### config.mk
export PLATFORM = sky130hd
export DESIGN_NAME = pair_cas_unit
export DESIGN_NICKNAME = d
export VERILOG_FILES = /design/src/rtl/pcas_pkg.sv /design/src/rtl/pcas_fault_chk.sv /design/src/rtl/pcas_pair_pack.sv /design/src/rtl/pcas_pair_split.sv /design/src/rtl/pair_cas_unit.sv
export SDC_FILE = /design/constraint.sdc
export NUM_CORES = 1
export LEC_CHECK = 0
export ABC_AREA = 1
export BUFFER_PORTS_ARGS = -buffer_cell sky130_fd_sc_hd__buf_2
export CORE_UTILIZATION = 35
export DETAILED_ROUTE_END_ITERATION = 10
export SETUP_SLACK_MARGIN = 0.02
export SYNTH_ARGS = -nofsm -noshare
export SYNTH_HDL_FRONTEND = slang
export SYNTH_SLANG_ARGS = --single-unit
### constraint.sdc
create_clock -name clk -period 2.3 [get_ports clk]
set_input_delay 0.345 -clock clk [delete_from_list [all_inputs] [get_ports clk]]
set_output_delay 0.345 -clock clk [all_outputs]
set_load 0.01 [all_outputs]
### src/rtl/pcas_pkg.sv
package pcas_pkg;
   localparam int FLAG_W = 6;
   localparam int ZF_POS = 3;

   typedef enum logic [2:0] {
      ST_IDLE, ST_CHECK, ST_READ, ST_COMPARE, ST_WRITE, ST_DONE
   } pcas_state_e;

   typedef enum logic [1:0] {
      FLT_NONE = 2'd0,
      FLT_UD   = 2'd1,
      FLT_GP   = 2'd2,
      FLT_AC   = 2'd3
   } pcas_fault_e;
endpackage

### src/rtl/pcas_fault_chk.sv
module pcas_fault_chk import pcas_pkg::*; #(
   parameter int ADDR_W       = 48,
   parameter int WIDE_BYTES   = 16,
   parameter int NARROW_BYTES = 8
) (
   input  logic              reg_dest_i,
   input  logic              wide_i,
   input  logic              align_chk_i,
   input  logic [1:0]        cpl_i,
   input  logic [ADDR_W-1:0] addr_i,
   output pcas_fault_e       code_o
);
   localparam int WIDE_LSB = $clog2(WIDE_BYTES);
   localparam int NAR_LSB  = $clog2(NARROW_BYTES);

   generate
      if (WIDE_LSB < 1 || NAR_LSB < 1 || WIDE_LSB > ADDR_W) begin : g_bad_geom
         $error("pcas_fault_chk: operand sizes do not fit the address width");
      end
   endgenerate

   logic wide_mis, nar_mis;
   assign wide_mis = |addr_i[WIDE_LSB-1:0];
   assign nar_mis  = |addr_i[NAR_LSB-1:0];

   always_comb begin
      if (reg_dest_i)                                         code_o = FLT_UD;
      else if (wide_i && wide_mis)                            code_o = FLT_GP;
      else if (!wide_i && nar_mis && align_chk_i && cpl_i == 2'd3) code_o = FLT_AC;
      else                                                    code_o = FLT_NONE;
   end
endmodule

### src/rtl/pcas_pair_pack.sv
module pcas_pair_pack #(
   parameter int HALF_W   = 64,
   parameter int NARROW_W = 32
) (
   input  logic                wide_i,
   input  logic [HALF_W-1:0]   hi_i,
   input  logic [HALF_W-1:0]   lo_i,
   output logic [2*HALF_W-1:0] word_o
);
   localparam int PAD = 2*HALF_W - 2*NARROW_W;

   generate
      if (NARROW_W >= HALF_W || NARROW_W < 8) begin : g_bad_width
         $error("pcas_pair_pack: narrow half must be narrower than the wide half");
      end
   endgenerate

   assign word_o = wide_i ? {hi_i, lo_i}
                          : {{PAD{1'b0}}, hi_i[NARROW_W-1:0], lo_i[NARROW_W-1:0]};
endmodule

### src/rtl/pcas_pair_split.sv
module pcas_pair_split #(
   parameter int HALF_W   = 64,
   parameter int NARROW_W = 32
) (
   input  logic                wide_i,
   input  logic [2*HALF_W-1:0] word_i,
   output logic [HALF_W-1:0]   hi_o,
   output logic [HALF_W-1:0]   lo_o
);
   localparam int HPAD = HALF_W - NARROW_W;

   always_comb begin
      if (wide_i) begin
         hi_o = word_i[2*HALF_W-1:HALF_W];
         lo_o = word_i[HALF_W-1:0];
      end else begin
         hi_o = {{HPAD{1'b0}}, word_i[2*NARROW_W-1:NARROW_W]};
         lo_o = {{HPAD{1'b0}}, word_i[NARROW_W-1:0]};
      end
   end
endmodule

### src/rtl/pair_cas_unit.sv
module pair_cas_unit import pcas_pkg::*; #(
   parameter int HALF_W   = 64,
   parameter int NARROW_W = 32,
   parameter int ADDR_W   = 48
) (
   input  logic                clk,
   input  logic                rst_n,
   input  logic                start_i,
   input  logic                wide_i,
   input  logic                reg_dest_i,
   input  logic                align_chk_i,
   input  logic [1:0]          cpl_i,
   input  logic [ADDR_W-1:0]   addr_i,
   input  logic [HALF_W-1:0]   exp_hi_i,
   input  logic [HALF_W-1:0]   exp_lo_i,
   input  logic [HALF_W-1:0]   new_hi_i,
   input  logic [HALF_W-1:0]   new_lo_i,
   input  logic [FLAG_W-1:0]   flags_i,
   output logic                mem_lock_o,
   output logic [ADDR_W-1:0]   mem_addr_o,
   output logic                mem_wide_o,
   output logic                rd_valid_o,
   input  logic                rd_ready_i,
   input  logic [2*HALF_W-1:0] rd_data_i,
   output logic                wr_valid_o,
   input  logic                wr_ready_i,
   output logic [2*HALF_W-1:0] wr_data_o,
   output logic                done_o,
   output logic [1:0]          fault_o,
   output logic [HALF_W-1:0]   exp_hi_o,
   output logic [HALF_W-1:0]   exp_lo_o,
   output logic [FLAG_W-1:0]   flags_o
);
   localparam int DW           = 2*HALF_W;
   localparam int WIDE_BYTES   = DW/8;
   localparam int NARROW_BYTES = 2*NARROW_W/8;
   localparam logic [DW-1:0] NARROW_MASK = {{(DW-2*NARROW_W){1'b0}}, {(2*NARROW_W){1'b1}}};

   generate
      if (HALF_W % 8 != 0 || NARROW_W % 8 != 0) begin : g_bad_bytes
         $error("pair_cas_unit: halves must be whole bytes");
      end
   endgenerate

   pcas_state_e       state;
   pcas_fault_e       fault_q, chk_code;
   logic              op_wide, op_reg_dest, op_align, hit_q;
   logic [1:0]        op_cpl;
   logic [ADDR_W-1:0] op_addr;
   logic [HALF_W-1:0] op_exp_hi, op_exp_lo, op_new_hi, op_new_lo;
   logic [HALF_W-1:0] exp_hi_q, exp_lo_q, res_hi, res_lo;
   logic [FLAG_W-1:0] op_flags, flags_q, flags_next;
   logic [DW-1:0]     rd_word, wr_word, exp_word, new_word, res_word;

   pcas_fault_chk #(.ADDR_W(ADDR_W), .WIDE_BYTES(WIDE_BYTES), .NARROW_BYTES(NARROW_BYTES)) u_fault (
      .reg_dest_i(op_reg_dest), .wide_i(op_wide), .align_chk_i(op_align),
      .cpl_i(op_cpl), .addr_i(op_addr), .code_o(chk_code));

   pcas_pair_pack #(.HALF_W(HALF_W), .NARROW_W(NARROW_W)) u_pack_exp (
      .wide_i(op_wide), .hi_i(op_exp_hi), .lo_i(op_exp_lo), .word_o(exp_word));

   pcas_pair_pack #(.HALF_W(HALF_W), .NARROW_W(NARROW_W)) u_pack_new (
      .wide_i(op_wide), .hi_i(op_new_hi), .lo_i(op_new_lo), .word_o(new_word));

   assign res_word = hit_q ? exp_word : rd_word;

   pcas_pair_split #(.HALF_W(HALF_W), .NARROW_W(NARROW_W)) u_split (
      .wide_i(op_wide), .word_i(res_word), .hi_o(res_hi), .lo_o(res_lo));

   always_comb begin
      flags_next         = op_flags;
      flags_next[ZF_POS] = hit_q;
   end

   always_ff @(posedge clk or negedge rst_n) begin
      if (!rst_n) begin
         state       <= ST_IDLE;
         fault_q     <= FLT_NONE;
         op_wide     <= 1'b0;
         op_reg_dest <= 1'b0;
         op_align    <= 1'b0;
         op_cpl      <= '0;
         op_addr     <= '0;
         op_exp_hi   <= '0;
         op_exp_lo   <= '0;
         op_new_hi   <= '0;
         op_new_lo   <= '0;
         op_flags    <= '0;
         hit_q       <= 1'b0;
         rd_word     <= '0;
         wr_word     <= '0;
         exp_hi_q    <= '0;
         exp_lo_q    <= '0;
         flags_q     <= '0;
      end else begin
         case (state)
            ST_IDLE: if (start_i) begin
               op_wide     <= wide_i;
               op_reg_dest <= reg_dest_i;
               op_align    <= align_chk_i;
               op_cpl      <= cpl_i;
               op_addr     <= addr_i;
               op_exp_hi   <= exp_hi_i;
               op_exp_lo   <= exp_lo_i;
               op_new_hi   <= new_hi_i;
               op_new_lo   <= new_lo_i;
               op_flags    <= flags_i;
               state       <= ST_CHECK;
            end
            ST_CHECK: begin
               fault_q <= chk_code;
               state   <= (chk_code == FLT_NONE) ? ST_READ : ST_DONE;
            end
            ST_READ: if (rd_ready_i) begin
               rd_word <= op_wide ? rd_data_i : (rd_data_i & NARROW_MASK);
               state   <= ST_COMPARE;
            end
            ST_COMPARE: begin
               hit_q   <= (exp_word == rd_word);
               wr_word <= (exp_word == rd_word) ? new_word : rd_word;
               state   <= ST_WRITE;
            end
            ST_WRITE: if (wr_ready_i) begin
               exp_hi_q <= res_hi;
               exp_lo_q <= res_lo;
               flags_q  <= flags_next;
               state    <= ST_DONE;
            end
            ST_DONE:  state <= ST_IDLE;
            default:  state <= ST_IDLE;
         endcase
      end
   end

   assign mem_lock_o = (state == ST_READ) || (state == ST_COMPARE) || (state == ST_WRITE);
   assign rd_valid_o = (state == ST_READ);
   assign wr_valid_o = (state == ST_WRITE);
   assign mem_addr_o = op_addr;
   assign mem_wide_o = op_wide;
   assign wr_data_o  = wr_word;
   assign done_o     = (state == ST_DONE);
   assign fault_o    = fault_q;
   assign exp_hi_o   = exp_hi_q;
   assign exp_lo_o   = exp_lo_q;
   assign flags_o    = flags_q;
endmodule

## Word-level counts from Yosys, hierarchy flattened

Cells that the tools add are included.
Widths: inputs -> output; s select.

- Reductions and logical operators: 15
- Mux-type cells: 15
- Eq/ne operators: 10

Operators with widths:

| kind | count |
|---|---|
| $mux 128 | 5 |
| $eq 128x128->1 | 1 |
| $mux 64 | 2 |
| $pmux 3 s5 | 1 |
| $mux 3 | 4 |
| $eq 3x2->1 const B | 2 |
| $eq 3x3->1 const B | 2 |
| $mux 2 | 3 |
| $reduce_and 2->1 | 3 |
| $logic_and 1x1->1 | 4 |
| $ne 2x1->1 const B | 2 |
| $reduce_or 4->1 | 1 |
| $eq 3x1->1 const B | 1 |
| $logic_not 3->1 | 1 |
| $reduce_and 3->1 | 1 |
| $reduce_or 3->1 | 1 |
| $eq 2x2->1 const B | 1 |
| $logic_not 2->1 | 1 |
| $logic_or 1x1->1 | 2 |
| $ne 2x2->1 const B | 1 |
| $logic_not 1->1 | 1 |

- Register bits after elaboration: 711
- Output and inout bits: 317
- Bits of input ports: 448

## Depth between registers and ports, before layout

Gate-level depths: netlist of run 1.

- Word-level depth: 10
- Mapped depth: 18
- Gate-level depth less buffers: 14

## By module

Synthesis of run 1 repeated with hierarchy kept, for this count alone.

- Cell total of the unflattened synthesis: 4,075
- Area, all modules: 35,873.2 um2

By module, submodules not included:

| module | times used | cells an instance | area each (um2) |
|---|---|---|---|
| pair_cas_unit | 1 | 3,248 | 32,225.9 |
| pcas_pair_pack | 2 | 271 | 1,196.1 |
| pcas_pair_split | 1 | 271 | 1,196.1 |
| pcas_fault_chk | 1 | 14 | 58.8 |

## Worst setup path after synthesis of run 1

No wires, ideal clock.

- Path kind: register to register
- Start point: register op_wide (netlist: mem_wide_o)
- End point: register wr_word[107] (netlist: wr_data_o[107])
- Path buffers: 5
- Arrival: 2,031 ps
- Period minus slack after synthesis: 2,149 ps
- Library setup time: 118 ps
- Data required time: 2,182 ps
- Setup slack: 151 ps
- Stages on the path, launching flop included: 15
- Path through: dfrtp_1 -> buf_4 -> buf_6 -> buf_2 -> nand2_1 -> xor2_1 -> nand4_1 -> nor2_1 -> nand2_1 -> nor2_1 -> buf_2 -> buf_2 -> nand4_1 -> nand3_1 -> nand2_1

- Word-level cells in the longest chain between the ends: 3

RTL lines:

| item | RTL line | RTL |
|---|---|---|
| from (decl) | pair_cas_unit.sv:47 | `logic op_wide, op_reg_dest, op_align, hit_q;` |
| from (signal assigned) | pair_cas_unit.sv:98 | `op_wide <= wide_i;` |
| $mux 128 | pcas_pair_pack.sv:18 | `assign word_o = wide_i ? {hi_i, lo_i}` |
| $eq 128x128->1 | pair_cas_unit.sv:120 | `wr_word <= (exp_word == rd_word) ? new_word : rd_word;` |
| $mux 128 (*) | pair_cas_unit.sv:120 |  |
| to (signal assigned) | pair_cas_unit.sv:120 |  |
| to (decl) | pair_cas_unit.sv:53 | `logic [DW-1:0] rd_word, wr_word, exp_word, new_word, res_word;` |

Every way passes the cells marked *; elsewhere a longest branch is shown, timed or not.
A chain may end at the register's enable or synchronous reset.

## Worst setup path after layout of run 1

- Start point: register op_wide (netlist: mem_wide_o)
- End point: register wr_word[21] (netlist: wr_data_o[21])

- Word-level cells in the longest chain between the ends: 3

RTL lines:

| item | RTL line |
|---|---|
| $mux 128 | pcas_pair_pack.sv:18 |
| $eq 128x128->1 | pair_cas_unit.sv:120 |
| $mux 128 | pair_cas_unit.sv:120 |

No other way between the ends.

==> run_summary.xml, run 1 <==
<?xml version="1.0" encoding="UTF-8"?>
<metrics>
  <group name="placed_design">
    <metric name="io_buffer_count" unit="">763</metric>
    <metric name="place_congestion" unit="">0.916</metric>
    <metric name="numPlacedInstances" unit="">5979</metric>
    <metric name="placement.cell_area" unit="µm²">40700</metric>
    <metric name="dp_hpwl" unit="µm">104000</metric>
  </group>
  <group name="critical_path">
    <metric name="ff2ff_path_depth" unit="">16</metric>
    <metric name="crit_arrival" unit="ps">3540</metric>
    <metric name="cp_slowest_cell" unit="">dfrtp_4</metric>
    <metric name="path_cells" unit="">buf_8 -&gt; buf_12 -&gt; clkbuf_16 -&gt; nand2_2 -&gt; xor2_1 -&gt; nand4_1 -&gt; nor2_2 -&gt; nand2_2 -&gt; nor2_4 -&gt; nand3_4 -&gt; buf_12 -&gt; buf_12 -&gt; buf_6 -&gt; nand2_2 -&gt; nand3_2 -&gt; nand2_1</metric>
    <metric name="critPathMaxStageDelay" unit="ps">490</metric>
    <metric name="worst-path-max-fanout" unit="">7</metric>
    <metric name="start_kind" unit="">flop</metric>
    <metric name="cp.required" unit="ps">2890</metric>
    <metric name="setup.worst_path.end_class" unit="">flop</metric>
    <metric name="timing_worst_setup_path_type" unit="">reg -&gt; reg</metric>
  </group>
  <group name="power_and_ir_drop">
    <metric name="max-vdd-ir-drop" unit="mV">0.949</metric>
    <metric name="power.density_cell_area" unit="nW/µm²">1360</metric>
    <metric name="power_leakage" unit="nW">24.7</metric>
  </group>
  <group name="global_routing">
    <metric name="first_pass_grt_wire_length" unit="µm">213000</metric>
    <metric name="first_global_vias" unit="">33600</metric>
    <metric name="grt.overflow.total" unit="">0</metric>
    <metric name="grt_max_degree" unit="">90</metric>
    <metric name="use_met2" unit="">0.493</metric>
    <metric name="grtUsageMet3" unit="">0.0611</metric>
    <metric name="most_crowded_layer_after_global_routing" unit="">met2</metric>
    <metric name="initial_antenna_violation_count" unit="">26</metric>
    <metric name="gr-usage-met1" unit="">0.382</metric>
    <metric name="grt_overall_usage" unit="">0.301</metric>
  </group>
  <group name="worst_hold_path">
    <metric name="worst_hold_path_type" unit="">in -&gt; reg</metric>
    <metric name="hold-path-cell-count" unit="">3</metric>
  </group>
  <group name="sta">
    <metric name="timing.final.hold_violations" unit="">0</metric>
    <metric name="setup_violations" unit="">129</metric>
    <metric name="number_of_max_slew_violations_in_the_final_report" unit="">0</metric>
    <metric name="fin_worst_skew" unit="ps">34.8</metric>
    <metric name="rsz0062_at_grt" unit="">yes</metric>
    <metric name="hold-worst-slack" unit="ps">34.9</metric>
    <metric name="worst_slew_margin_rel" unit="">0.483</metric>
    <metric name="final.setup.worst_slack" unit="ps">-643</metric>
    <metric name="max_slew.worst_pin.slew" unit="ps">776</metric>
    <metric name="post-route-period-util" unit="">1.28</metric>
    <metric name="timing.final.crit_period" unit="ps">2940</metric>
    <metric name="fmax" unit="GHz">0.340</metric>
  </group>
  <group name="floorplanning">
    <metric name="initial_core_util" unit="">0.354</metric>
    <metric name="core_area" unit="µm²">93500</metric>
    <metric name="die_h" unit="µm">309</metric>
    <metric name="placement_rows" unit="">112</metric>
    <metric name="io_pins" unit="">765</metric>
    <metric name="floorplan.die.width" unit="µm">309</metric>
    <metric name="floorplan.die_area" unit="µm²">95700</metric>
  </group>
  <group name="synthesis">
    <metric name="synth.mux.area_fraction" unit="">0.0606</metric>
    <metric name="synth_warnings" unit="">0</metric>
    <metric name="async_flop_share" unit="">1.00</metric>
    <metric name="synthesis.area" unit="µm²">33100</metric>
    <metric name="synth-edff-count" unit="">0</metric>
    <metric name="synth_compound_area_frac" unit="">0.0973</metric>
    <metric name="synthDominantCellAreaShare" unit="">0.537</metric>
    <metric name="synthTopCellsByArea" unit="">dfrtp_1 (54%), nand2_1 (13%), mux2_2 (6.0%)</metric>
    <metric name="post_synthesis_adder_cell_area_fraction" unit="">0</metric>
    <metric name="synth_flop_cell" unit="">dfrtp_1</metric>
    <metric name="synth-simple-area-share" unit="">0.232</metric>
    <metric name="synth_xor_xnor_area_share" unit="">0.00397</metric>
    <metric name="netlist.top_cell.by_area" unit="">dfrtp_1</metric>
    <metric name="synth.distinct_cells" unit="">27</metric>
    <metric name="synth_sequential_area_ratio" unit="">0.537</metric>
    <metric name="post_synth.cell_area_avg" unit="µm²">8.45</metric>
    <metric name="synth_fp_nets" unit="">4364</metric>
    <metric name="synth_top_family_by_area" unit="">simple AND/OR/NAND/NOR gates</metric>
    <metric name="synthesis.instances" unit="">3916</metric>
    <metric name="synth.ff_latch_count" unit="">710</metric>
  </group>
  <group name="route">
    <metric name="detail_route.drc_violations" unit="">0</metric>
    <metric name="drt_pass1_iterations" unit="">6</metric>
    <metric name="detailedRoute.firstIterationViolations" unit="">3107</metric>
    <metric name="drt_wl_total" unit="µm">148000</metric>
    <metric name="detail-route-antenna-nets" unit="">0</metric>
    <metric name="wl_per_cell" unit="µm">22.3</metric>
    <metric name="via_count" unit="">33900</metric>
    <metric name="via_per_inst" unit="">5.11</metric>
  </group>
  <group name="cts">
    <metric name="clock_tree.root_cell" unit="">clkbuf_16</metric>
    <metric name="cts_tree" unit="">done</metric>
    <metric name="number_of_buffers_added_by_the_clock_tree_synthesis_step" unit="">83</metric>
    <metric name="cts.reportedPaths.clkPinSlew" unit="ps">60</metric>
    <metric name="clock-sinks" unit="">710</metric>
    <metric name="clk_path_buf_depth" unit="">3</metric>
    <metric name="depth_of_the_cts_h_tree" unit="">3</metric>
    <metric name="clock_latency" unit="ps">680</metric>
  </group>
  <group name="layout">
    <metric name="finish.net_count" unit="">5735</metric>
    <metric name="footprint_of_the_multi_input_gates" unit="µm²">13400</metric>
    <metric name="seqCellArea" unit="µm²">17800</metric>
    <metric name="fin_util" unit="">0.526</metric>
    <metric name="stdcell_count" unit="">6630</metric>
    <metric name="fillCellCount" unit="">8559</metric>
    <metric name="stdcell_area" unit="µm²">49100</metric>
    <metric name="synthToLayoutAreaGrowth" unit="%">48.5</metric>
    <metric name="post_route_cells_drive_above_1_share" unit="">0.290</metric>
  </group>
  <group name="outcome">
    <metric name="violations" unit="">negative setup slack</metric>
    <metric name="result_of_the_run" unit="">finished with violations</metric>
  </group>
  <group name="job">
    <metric name="drv_cap" unit="">0</metric>
  </group>
</metrics>
-- where the power goes --
group / switching, mW / internal, mW / total [mW]
sequential: 4.35 / 18.7 / 23.0
clock: 5.80 / 8.24 / 14.0
combinational: 17.5 / 12.5 / 30.0
-- cell families (layout without fill, tap and decap cells) --
group                  after synthesis  count (layout)
AND/OR/NAND/NOR                   1847            1847
multiplexers                       178             178
buffers and inverters              560            2000
other                                0              20
AO/OA/AOI/OAI                      606             606
XOR/XNOR                            15              15
flip-flops                         710             710
-- cell type report --
| cell class | instances | area share |
|---|---|---|
| tap | 1254 | 0.0319 |
| clock buffer | 126 | 0.0509 |
| timing repair buffer | 1555 | 0.251 |
| clock inverter | 28 | 0.00774 |
| sequential | 710 | 0.362 |
| inverter | 291 | 0.0224 |
| multi-input combinational | 2646 | 0.273 |
| antenna | 20 | 0.00102 |
-- worst paths after layout --
check,endpoint,startpoint,slack (ps)
worst max-delay path,wr_data_o[21],mem_wide_o,-640
worst min-delay path,op_exp_hi[28],exp_hi_i[28],30
worst max register to register,wr_data_o[21],mem_wide_o,-640
worst min register to register,wr_data_o[34],wr_data_o[34],470
max in group asynchronous,exp_lo_o[60],rst_n,1210
min in group asynchronous,mem_addr_o[40],rst_n,230
-- flip-flops by register name, indices dropped and copies added (netlist names), 3 cells and up --
register and count:
wr_data_o 128, flags_o 6, exp_lo_o 64, rd_word 128
op_new_lo 64, op_new_hi 64, op_flags 5, op_exp_lo 64
exp_hi_o 64, state 3, op_exp_hi 64, mem_addr_o 48
-- through the flow --
stage	power (mW)	TNS [ps]	setup WS (ps)
floorplan	36.5	0	151
global placement	50.4	-75120	-633
detailed placement	50.8	-78090	-659
CTS	66.2	-60880	-561
global route	71.2	-83900	-723
finish	67.1	-72840	-643
-- placed cells by master (no fill, tap or decap), drive strengths merged, types with 6 or more instances in the layout --
master / Yosys / routed
nand2: 1167 / 1167
xor2: 15 / 15
nor2: 236 / 236
o211ai: 10 / 10
nand3: 304 / 304
clkbuf: 173 / 135
mux2: 177 / 177
diode: 0 / 20
a31oi: 10 / 10
buf: 96 / 1106
nand4: 136 / 136
a21oi: 163 / 163
dlygate4sd3: 0 / 439
o221a: 22 / 22
dfrtp: 710 / 710
clkinv: 0 / 14
o21ai: 398 / 398
inv: 291 / 296
bufinv: 0 / 6
-- synthesized netlist by cell type, drive strengths merged (2+ instances only) --
cell type	number
nor3	2
a31oi	10
a21oi	163
xor2	15
inv	291
o211ai	10
nand3	304
clkbuf	173
o221a	22
nand4	136
nand2	1167
nor2	236
dfrtp	710
mux2	177
o21ai	398
buf	96
-- per-layer routing --
metal / vias to the layer above / share of wire / wire length [µm]
met2: 1535 / 0.47 / 69300
met1: 16300 / 0.41 / 60300
met5: - / 0.00044 / 65
met3: 351 / 0.075 / 11100
li1: 15600 / - / -
met4: 10 / 0.049 / 7230
-- critical path, delay by kind of cell, from the launching register on --
family | cells | cell delay, ps
and+or+nand+nor | 9 | 1240
buffers and inverters | 6 | 910
xor gates and xnor gates | 1 | 190
DFF | 1 | 490
-- timing repair --
action / CTS / global route
gates cloned: 6 / 9
hold buffers: 438 / 1
endpoints found under the hold margin: 492 / 1
buffers inserted: 10 / 13
endpoints found under the setup margin: 130 / 131
pin swaps: 15 / 70
resized for setup: 73 / 93
Note: power is estimated with default switching activity, not from simulation.
==> run 2: changes to the inputs <==
--- a/config.mk
+++ b/config.mk
@@ -7,7 +7,9 @@
 export LEC_CHECK = 0
 export ABC_AREA = 1
 export BUFFER_PORTS_ARGS = -buffer_cell sky130_fd_sc_hd__buf_2
+export CORE_ASPECT_RATIO = 1.4
 export CORE_UTILIZATION = 35
+export CTS_CLUSTER_SIZE = 20
 export DETAILED_ROUTE_END_ITERATION = 10
 export SETUP_SLACK_MARGIN = 0.02
 export SYNTH_ARGS = -nofsm -noshare
==> run 2 against run 1 <==
Net effect:
- the flow still finishes with violations (negative setup slack)
- critical path depth is 1 higher
- cell count is 1.2% lower
- critical path type unchanged
- global-route usage is 0.81 points higher
- core utilization is 0.39 points higher
- critical endpoint is now wr_data_o[9]
- highest routed layer unchanged
- clock power is 6% lower
==> run_summary.xml, run 2 (same netlist as run 1, synthesis figures left out) <==
<?xml version="1.0" encoding="UTF-8"?>
<metrics>
  <group name="route">
    <metric name="drt_pass1_iterations" unit="">6</metric>
    <metric name="wl_per_cell" unit="µm">23.6</metric>
    <metric name="detail-route-antenna-nets" unit="">0</metric>
    <metric name="detailedRoute.firstIterationViolations" unit="">2949</metric>
    <metric name="via_per_inst" unit="">5.22</metric>
    <metric name="detail_route.drc_violations" unit="">0</metric>
    <metric name="via_count" unit="">34200</metric>
    <metric name="drt_wl_total" unit="µm">155000</metric>
  </group>
  <group name="cts">
    <metric name="clock_tree.root_cell" unit="">clkbuf_16</metric>
    <metric name="cts_tree" unit="">done</metric>
    <metric name="number_of_buffers_added_by_the_clock_tree_synthesis_step" unit="">77</metric>
    <metric name="clock_latency" unit="ps">670</metric>
    <metric name="depth_of_the_cts_h_tree" unit="">3</metric>
    <metric name="cts.reportedPaths.clkPinSlew" unit="ps">60</metric>
    <metric name="clock-sinks" unit="">710</metric>
    <metric name="clk_path_buf_depth" unit="">3</metric>
  </group>
  <group name="critical_path">
    <metric name="critical_path.reg2reg.startpoint" unit="">mem_wide_o</metric>
    <metric name="path_cells" unit="">buf_12 -&gt; buf_12 -&gt; buf_12 -&gt; nand2_2 -&gt; nand2_2 -&gt; nand2_2 -&gt; nand4_1 -&gt; buf_6 -&gt; nor2_4 -&gt; nand2_2 -&gt; nor2_4 -&gt; nand3_4 -&gt; buf_12 -&gt; clkbuf_16 -&gt; nand2_2 -&gt; nand3_2 -&gt; nand2_1</metric>
    <metric name="worstSetupStartpoint" unit="">mem_wide_o</metric>
    <metric name="start_kind" unit="">flop</metric>
    <metric name="crit_path_end" unit="">wr_data_o[9]</metric>
    <metric name="cp_slowest_cell" unit="">dfrtp_4</metric>
    <metric name="crit-reg2reg-capture" unit="">wr_data_o[9]</metric>
    <metric name="cp.required" unit="ps">2890</metric>
    <metric name="critPathMaxStageDelay" unit="ps">550</metric>
    <metric name="timing_worst_setup_path_type" unit="">reg -&gt; reg</metric>
    <metric name="crit_arrival" unit="ps">3420</metric>
    <metric name="worst-r2r-setup-slack" unit="ps">-530</metric>
    <metric name="setup.worst_path.end_class" unit="">flop</metric>
    <metric name="ff2ff_path_depth" unit="">17</metric>
    <metric name="worst-path-max-fanout" unit="">8</metric>
    <metric name="worst_path_most_repeated_cell" unit="">nand2_2</metric>
  </group>
  <group name="global_routing">
    <metric name="initial_antenna_violation_count" unit="">22</metric>
    <metric name="first_global_vias" unit="">33700</metric>
    <metric name="grt_overall_usage" unit="">0.309</metric>
    <metric name="grt_max_degree" unit="">119</metric>
    <metric name="grt.overflow.total" unit="">0</metric>
    <metric name="first_pass_grt_wire_length" unit="µm">217000</metric>
  </group>
  <group name="placed_design">
    <metric name="dp_hpwl" unit="µm">103000</metric>
    <metric name="io_buffer_count" unit="">763</metric>
    <metric name="place_congestion" unit="">0.926</metric>
    <metric name="numPlacedInstances" unit="">5887</metric>
  </group>
  <group name="layout">
    <metric name="finish.net_count" unit="">5706</metric>
    <metric name="final_cell_mix" unit="">nand2_1 (1035), buf_2 (762), dfrtp_1 (708)</metric>
    <metric name="synthToLayoutAreaGrowth" unit="%">50.0</metric>
    <metric name="stdcell_count" unit="">6552</metric>
    <metric name="post_route_cells_drive_above_1_share" unit="">0.308</metric>
    <metric name="mostFrequentLayoutCell" unit="">nand2_1</metric>
  </group>
  <group name="floorplanning">
    <metric name="core_area" unit="µm²">93700</metric>
    <metric name="floorplan.die.width" unit="µm">262</metric>
    <metric name="initial_core_util" unit="">0.353</metric>
    <metric name="die_h" unit="µm">366</metric>
    <metric name="floorplan.die_area" unit="µm²">95800</metric>
    <metric name="placement_rows" unit="">133</metric>
    <metric name="io_pins" unit="">765</metric>
  </group>
  <group name="outcome">
    <metric name="violations" unit="">negative setup slack</metric>
    <metric name="result_of_the_run" unit="">finished with violations</metric>
  </group>
  <group name="worst_hold_path">
    <metric name="worst_hold_path_type" unit="">in -&gt; reg</metric>
  </group>
  <group name="power_and_ir_drop">
    <metric name="power.total" unit="mW">67.6</metric>
    <metric name="power.density_cell_area" unit="nW/µm²">1360</metric>
    <metric name="power_leakage" unit="nW">24.7</metric>
    <metric name="max-vdd-ir-drop" unit="mV">0.773</metric>
  </group>
  <group name="sta">
    <metric name="max_slew.worst_pin.slew" unit="ps">844</metric>
    <metric name="rsz0062_at_grt" unit="">yes</metric>
    <metric name="fin_worst_skew" unit="ps">34.6</metric>
    <metric name="post-route-period-util" unit="">1.23</metric>
    <metric name="fmax" unit="GHz">0.353</metric>
    <metric name="number_of_max_slew_violations_in_the_final_report" unit="">0</metric>
    <metric name="timing.final.hold_violations" unit="">0</metric>
    <metric name="timing.final.crit_period" unit="ps">2830</metric>
    <metric name="final.setup.worst_slack" unit="ps">-531</metric>
    <metric name="setup_violations" unit="">129</metric>
    <metric name="worst_slew_margin_rel" unit="">0.437</metric>
  </group>
  <group name="job">
    <metric name="drv_cap" unit="">0</metric>
  </group>
</metrics>
[run 2: worst max-delay path, delay by kind of cell (launching register included)]
kind | cells | cell delay (ps)
buffers and inverters | 6 | 1080
flip-flops | 1 | 550
AND/OR/NAND/NOR | 11 | 1120
[run 2: how the worst min path moves through the flow]
| stage | startpoint | to | slack, ps | depth (start not counted) |
|---|---|---|---|---|
| final | wide_i | mem_wide_o | 70 | 3 |
| after CTS | rd_data_i[90] | rd_word[90] | 5 | 3 |
| after floorplan | rst_n | exp_hi_o[0] | 50 | 0 |
| after global placement | rst_n | flags_o[4] | 250 | 1 |
| after detailed placement | rst_n | flags_o[4] | 250 | 1 |
| after global routing | rd_data_i[90] | rd_word[90] | 80 | 3 |
[run 2: timing repair]
| item | in CTS | in global routing |
|---|---|---|
| buffers inserted | 20 | 15 |
| resized for setup | 94 | 263 |
| gates cloned | 16 | 27 |
| hold buffers | 440 | 0 |
| setup endpoints to repair | 131 | 130 |
| hold endpoints to repair | 635 | 0 |
| pin swaps | 27 | 111 |
[run 2: through the flow]
stage	util	worst slack [ps]	setup TNS, ps	hold slack, ps	area, µm²
2_1_floorplan	-	151	0	49.4	33100
3_3_place_gp	0.428	-698	-81490	251	40100
3_5_place_dp	0.428	-746	-86620	253	40100
4_1_cts	0.513	-508	-59000	5.38	48000
5_1_grt	0.529	-599	-71100	76.1	49600
6_report	0.529	-531	-62230	66.2	49600
[run 2: report_power, final]
part / internal, mW / switching [mW]
clock: 7.57 / 5.57
combinational: 13.0 / 18.5
sequential: 18.7 / 4.32
[run 2: layout make-up]
| class | instances | area [µm²] |
|---|---|---|
| timing repair buffer | 1532 | 12500 |
| multi-input combinational | 2646 | 14000 |
| clock buffer | 113 | 2320 |
| sequential | 710 | 17800 |
| inverter | 291 | 1100 |
| fill | 8495 | 44100 |
| clock inverter | 26 | 300 |
| tap | 1215 | 1520 |
| antenna | 19 | 47.5 |
[run 2: layer usage]
| layer | wire, µm | GRT usage | share of wire | up-vias |
|---|---|---|---|---|
| li1 | - | - | - | 15500 |
| met1 | 59300 | 0.372 | 0.38 | 16600 |
| met2 | 73200 | 0.503 | 0.47 | 1627 |
| met3 | 11200 | 0.0556 | 0.072 | 437 |
| met4 | 11000 | 0.197 | 0.071 | 10 |
| met5 | 63 | 0 | 0.00041 | - |
